`src/rtl/ddr2n_pkg.sv`:
```
package ddr2n_pkg;
  localparam int BCNT_W = 4;

  typedef enum logic [1:0] {W_IDLE, W_PRE, W_DATA} wr_st_e;

  // Beat count for a burst code: 0 -> 2, 1 -> 4, otherwise 8.
  function automatic logic [BCNT_W-1:0] burst_beats(input logic [1:0] code);
    case (code)
      2'd0:    return BCNT_W'(2);
      2'd1:    return BCNT_W'(4);
      default: return BCNT_W'(8);
    endcase
  endfunction
endpackage

```
`src/rtl/ddr2n_phase.sv`:
```
module ddr2n_phase (
  input  logic clk,
  input  logic rst,
  output logic core
);
  logic ph;

  always_ff @(posedge clk) begin
    if (rst) ph <= 1'b0;
    else     ph <= ~ph;
  end

  assign core = ~ph;
endmodule

```
`src/rtl/ddr2n_wr_path.sv`:
```
module ddr2n_wr_path
  import ddr2n_pkg::*;
#(
  parameter int DQ_W = 32
) (
  input  logic              clk,
  input  logic              rst,
  input  logic              core,
  input  logic              go,
  input  logic [1:0]        sel,
  input  logic [2*DQ_W-1:0] word,
  output logic              pull,
  output logic [DQ_W-1:0]   dq,
  output logic              dq_oe,
  output logic              dqs,
  output logic              dqs_oe
);
  wr_st_e            st;
  logic              beat_hi;
  logic [BCNT_W-1:0] left;
  logic [DQ_W-1:0]   hi_buf;

  always_ff @(posedge clk) begin
    if (rst) begin
      st      <= W_IDLE;
      beat_hi <= 1'b0;
      left    <= '0;
      hi_buf  <= '0;
      dq      <= '0;
    end else begin
      case (st)
        W_IDLE: if (go && core) begin
          st   <= W_PRE;
          left <= burst_beats(sel) >> 1;
        end
        W_PRE: if (core) begin
          st      <= W_DATA;
          dq      <= word[DQ_W-1:0];
          hi_buf  <= word[2*DQ_W-1:DQ_W];
          beat_hi <= 1'b0;
          left    <= left - 1'b1;
        end
        W_DATA: begin
          if (!beat_hi) begin
            dq      <= hi_buf;
            beat_hi <= 1'b1;
          end else if (left != '0) begin
            dq      <= word[DQ_W-1:0];
            hi_buf  <= word[2*DQ_W-1:DQ_W];
            beat_hi <= 1'b0;
            left    <= left - 1'b1;
          end else begin
            st      <= W_IDLE;
            beat_hi <= 1'b0;
          end
        end
        default: st <= W_IDLE;
      endcase
    end
  end

  // Opposite-edge flop places strobe transitions mid-beat.
  always_ff @(negedge clk) begin
    if (rst) dqs <= 1'b0;
    else     dqs <= (st == W_DATA) && !beat_hi;
  end

  assign pull   = core && ((st == W_PRE) || (st == W_DATA && beat_hi && left != '0));
  assign dq_oe  = (st == W_DATA);
  assign dqs_oe = (st != W_IDLE);
endmodule

```
`src/rtl/ddr2n_rd_path.sv`:
```
module ddr2n_rd_path
  import ddr2n_pkg::*;
#(
  parameter int DQ_W = 32
) (
  input  logic              clk,
  input  logic              rst,
  input  logic              win,
  input  logic [1:0]        sel,
  input  logic [DQ_W-1:0]   dq,
  input  logic              dqs,
  output logic              valid,
  output logic [2*DQ_W-1:0] word,
  output logic              err
);
  logic              dqs_q, win_q;
  logic [BCNT_W-1:0] cnt, lim, cnt_base, lim_base;
  logic [DQ_W-1:0]   lo_buf;
  logic              win_rise, take;

  always_comb begin
    win_rise = win && !win_q;
    cnt_base = win_rise ? '0 : cnt;
    lim_base = win_rise ? burst_beats(sel) : lim;
    take     = win && (dqs != dqs_q) && (cnt_base < lim_base);
  end

  always_ff @(posedge clk) begin
    if (rst) begin
      dqs_q  <= 1'b0;
      win_q  <= 1'b0;
      cnt    <= '0;
      lim    <= '0;
      lo_buf <= '0;
      valid  <= 1'b0;
      word   <= '0;
      err    <= 1'b0;
    end else begin
      dqs_q <= dqs;
      win_q <= win;
      lim   <= lim_base;
      cnt   <= take ? cnt_base + 1'b1 : cnt_base;
      valid <= take && cnt_base[0];
      if (take && !cnt_base[0]) lo_buf <= dq;
      if (take && cnt_base[0])  word   <= {dq, lo_buf};
      err   <= !win && win_q && cnt[0];
    end
  end
endmodule

```
`src/rtl/ddr2n_phy.sv`:
```
module ddr2n_phy #(
  parameter int DQ_W = 32
) (
  input  logic              clk,
  input  logic              rst,
  output logic              core_tick,
  input  logic              wr_go,
  input  logic [1:0]        burst_sel,
  input  logic [2*DQ_W-1:0] wr_word,
  output logic              wr_pull,
  output logic [DQ_W-1:0]   dq_out,
  output logic              dq_oe,
  output logic              dqs_out,
  output logic              dqs_oe,
  input  logic              rd_win,
  input  logic [DQ_W-1:0]   dq_in,
  input  logic              dqs_in,
  output logic              rd_valid,
  output logic [2*DQ_W-1:0] rd_word,
  output logic              rd_err
);
  ddr2n_phase u_phase (.clk(clk), .rst(rst), .core(core_tick));

  ddr2n_wr_path #(.DQ_W(DQ_W)) u_wr (
    .clk(clk), .rst(rst), .core(core_tick), .go(wr_go), .sel(burst_sel),
    .word(wr_word), .pull(wr_pull), .dq(dq_out), .dq_oe(dq_oe),
    .dqs(dqs_out), .dqs_oe(dqs_oe)
  );

  ddr2n_rd_path #(.DQ_W(DQ_W)) u_rd (
    .clk(clk), .rst(rst), .win(rd_win), .sel(burst_sel), .dq(dq_in),
    .dqs(dqs_in), .valid(rd_valid), .word(rd_word), .err(rd_err)
  );
endmodule

```
`config.mk`:
```
export PLATFORM = sky130hd
export DESIGN_NAME = ddr2n_phy
export DESIGN_NICKNAME = d
export VERILOG_FILES = /design/src/rtl/ddr2n_pkg.sv /design/src/rtl/ddr2n_phase.sv /design/src/rtl/ddr2n_wr_path.sv /design/src/rtl/ddr2n_rd_path.sv /design/src/rtl/ddr2n_phy.sv
export SDC_FILE = /design/constraint.sdc
export NUM_CORES = 1
export LEC_CHECK = 0
export ABC_AREA = 1
export BUFFER_PORTS_ARGS = -buffer_cell sky130_fd_sc_hd__buf_2
export CAP_MARGIN = 0
export CORE_MARGIN = 10
export CORE_UTILIZATION = 47
export DETAILED_ROUTE_END_ITERATION = 6
export PLACE_DENSITY = 0.74
export SETUP_SLACK_MARGIN = 0.02
export SLEW_MARGIN = 20
export SYNTH_ARGS = -nofsm -noshare
export SYNTH_HDL_FRONTEND = slang
export SYNTH_SLANG_ARGS = --single-unit
```
`constraint.sdc`:
```
create_clock -name clk -period 3.7 [get_ports clk]
set_input_delay 0.185 -clock clk [delete_from_list [all_inputs] [get_ports clk]]
set_output_delay 0.185 -clock clk [all_outputs]
set_load 0.02 [all_outputs]
```
==> summary.txt <==
Routing
  • DR pass1 iterations: 7
  • Avg WL per Cell: 14.4 um
  • 1st-iter DRT viols: 376
  • ANT nets after route: 0
  • Via count: 6512
  • Drt via density: 4.89
  • Drt total wl: 19100 um
  • Post-route DRC violation count: 0

Critical path
  • CP endpoint: u_rd.lo_buf[30]
  • Required @ worst endpoint: 4.01 ns
  • R2R Path End: u_rd.lo_buf[30]
  • Slowest cell on crit path: dlygate4sd3_1
  • Critical Path Sink Type: register
  • Crit Path Class: input port to register
  • Worst EP arrival: 3.48 ns
  • Worst path depth: 13
  • CP cell instances: dlygate4sd3_1 > buf_2 > nand2_1 > inv_1 > o21ai_0 > ha_1 > a21oi_1 > nand3_1 > inv_1 > ha_1 > clkinvlp_4 > nor2_1 > nor2_1
  • R2R Setup Slk: 0.62 ns
  • Buffer and inverter count on the worst path: 5
  • R2R cell count: 12
  • Beginning of the worst register-to-register path: u_rd.win_q
  • Crit start category: input port
  • Crit path max-delay family: buffers and inverters
  • CP Launch Point: rd_win
  • Critical Path Fanout Max: 32
  • Largest stage delay on the critical path: 0.53 ns

Layout
  • Most frequent cells in the layout: nor2_1, buf_2, dfxtp_1
  • Layout cells sized above 1: 0.222
  • Final instance area: 0.00893 mm2
  • NumNets Final: 1251
  • Number of fill cells: 1339
  • Antenna diodes: 0
  • Most common cell after layout, fill and taps aside: nor2_1
  • Area Overhead vs Synth: 27.6%

Logic synthesis
  • Synth cell types: 25
  • Seq/Total Area, Yosys: 0.518
  • #FFs+latches synth: 181
  • Syn Nets: 1050
  • Syn avg cell area: 7.50 um2
  • Cells after Synth: 933
  • Synth warn: 0
  • Cell area after synthesis: 0.00700 mm2

CTS
  • # clock sinks: 181
  • CTS tree: built
  • CTS clock-pin slew for the worst setup and hold paths: 0.07 ns
  • Htree depth: 4
  • Clock buffer depth: 2
  • Setup Fix Bufs, Post-CTS: 0
  • Total CTS buffers: 17
  • Root Driver: clkbuf_16
  • Clock latency on the worst-skew pair: 0.45 ns

Global route
  • Vias in the first global route: 6294
  • First-pass GRT wire length: 30800 um
  • Tot GR Track Use: 0.183
  • Initial antenna violation count: 0
  • Largest net degree at the start of global routing: 105
  • Grt ovf: 0

Run
  • Number of max-cap violations: 0

Die
  • Chip height: 142 um
  • Starting Density: 0.480
  • Width of the die: 142 um
  • Die area: 0.0202 mm2
  • Rows: 44
  • Core ar.: 0.0146 mm2
  • Num ports: 206

Timing
  • Layout Skew: 0.0277 ns
  • RSZ-0062 raised after global routing: no
  • Top achievable clock speed: 0.316 GHz
  • Final TNS setup: 0 ns
  • Tmin final: 3.16 ns
  • Slew Limit Fails: 0
  • Hold Vio Cnt, Final: 0
  • Fin crit share: 0.854
  • Finish-stage setup viols: 0
  • Max-slew headroom: 0.432
  • Hold WS: 0.0158 ns
  • Worst Tran Pin Value: 0.852 ns

Placed design
  • DP Area: 0.00802 mm2
  • Post-DP HPWL: 12600 um
  • Port bufs: 205
  • Placer Congestion: 0.799

Pwr
  • P_leak: 4.48 nW
  • Pwr dens: 663 mW/mm2
  • Peak VDD IR: 372 uV

Status
  • Status: completed

Worst hold path
  • Worst min path class: input port to register
-- worst min-delay path by stage --
stage | from | endpoint | depth (start not counted)
detailed placement | rd_win | u_rd.err | 2
global placement | rd_win | u_rd.err | 2
finish | dq_in[8] | u_rd.lo_buf[8] | 3
floorplan | rst | u_wr.left[3] | 1
global route | dq_in[8] | u_rd.lo_buf[8] | 3
CTS | dq_in[9] | u_rd.lo_buf[9] | 3
-- per-layer routing --
| layer | part of all wire | vias to the layer above | GRT usage |
|---|---|---|---|
| li1 | - | 3373 | - |
| met1 | 0.42 | 2920 | 0.222 |
| met2 | 0.46 | 194 | 0.286 |
| met3 | 0.097 | 25 | 0.0738 |
| met4 | 0.018 | 0 | 0.0667 |
| met5 | 0 | - | 0 |
-- cells in the mapped netlist --
cell	number	area, um2
or2_2	1	6.26
clkbuf_1	34	128
nor2_2	1	6.26
buf_2	14	70.1
inv_1	66	248
inv_2	3	11.3
dfxtp_1	181	3620
nand2_2	2	12.5
nor2_1	281	1050
buf_1	2	7.51
nor4_1	1	6.26
buf_4	4	30.0
a21oi_1	40	200
nand2_1	63	236
nand4_1	4	25.0
o21ai_2	1	8.76
nor2_4	1	11.3
xnor2_1	1	8.76
o21ai_1	23	115
ha_1	14	175
o21ai_0	180	901
mux2i_1	1	10.0
buf_6	5	56.3
nor3_1	1	5.00
nand3_1	9	45.0
-- timing repair --
action	4_1_cts	5_1_grt
endpoints found under the setup margin	0	51
endpoints found under the hold margin	50	0
hold buffers	29	0
resized for setup	0	2
-- kinds of logic after synthesis --
group / synth area share
simple gates: 0.201
flops: 0.518
compound gates: 0.175
buf+inv: 0.0786
fa+ha+maj: 0.0250
mux: 0.00143
xor+xnor: 0.00125
-- where the power goes --
group / switching (W) / leakage (nW) / internal [W]
combinational: 0.00112 / 2.69 / 0.000536
sequential: 0.000126 / 1.48 / 0.00226
clock: 0.000774 / 0.302 / 0.00110
total: 0.00202 / 4.48 / 0.00390
-- registers in the layout, indices dropped and copies added, names as in the netlist --
| signal | flops |
|---|---|
| u_phase.ph | 1 |
| u_rd.cnt | 4 |
| u_rd.dqs_q | 1 |
| u_rd.err | 1 |
| u_rd.lim | 4 |
| u_rd.lo_buf | 32 |
| u_rd.valid | 1 |
| u_rd.win_q | 1 |
| u_rd.word | 64 |
| u_wr.beat_hi | 1 |
| u_wr.dq | 32 |
| u_wr.dqs | 1 |
| u_wr.hi_buf | 32 |
| u_wr.left | 4 |
| u_wr.st | 2 |
-- stage by stage --
step | power [W] | util | worst slack [ns] | std cells
finish | 0.00592 | 0.612 | 0.539 | 1331
CTS | 0.00598 | 0.612 | 0.619 | 1331
global route | 0.00633 | 0.612 | 0.176 | 1331
detailed placement | 0.00409 | 0.550 | 0.724 | 1270
global placement | 0.00405 | 0.550 | 0.819 | 1270
floorplan | 0.00368 | - | 0.493 | 933
-- layout make-up --
cell class	count	area [um2]	area share
tap	184	230	0.0258
multi-input combinational	624	2840	0.317
clock inverter	13	168	0.0188
inverter	68	263	0.0294
sequential	181	3620	0.406
timing repair buffer	241	1370	0.153
clock buffer	20	447	0.0500
-- worst register-to-register path, cell delays in order, from the launching register on --
cell,delay [ns]
dfxtp_1,0.32
inv_1,0.05
nand2_1,0.16
inv_1,0.15
o21ai_0,0.28
ha_1,0.30
a21oi_1,0.38
nand3_1,0.16
inv_1,0.10
ha_1,0.21
clkinvlp_4,0.51
nor2_1,0.28
nor2_1,0.08
No activity file was read; power rests on OpenSTA's default activity.
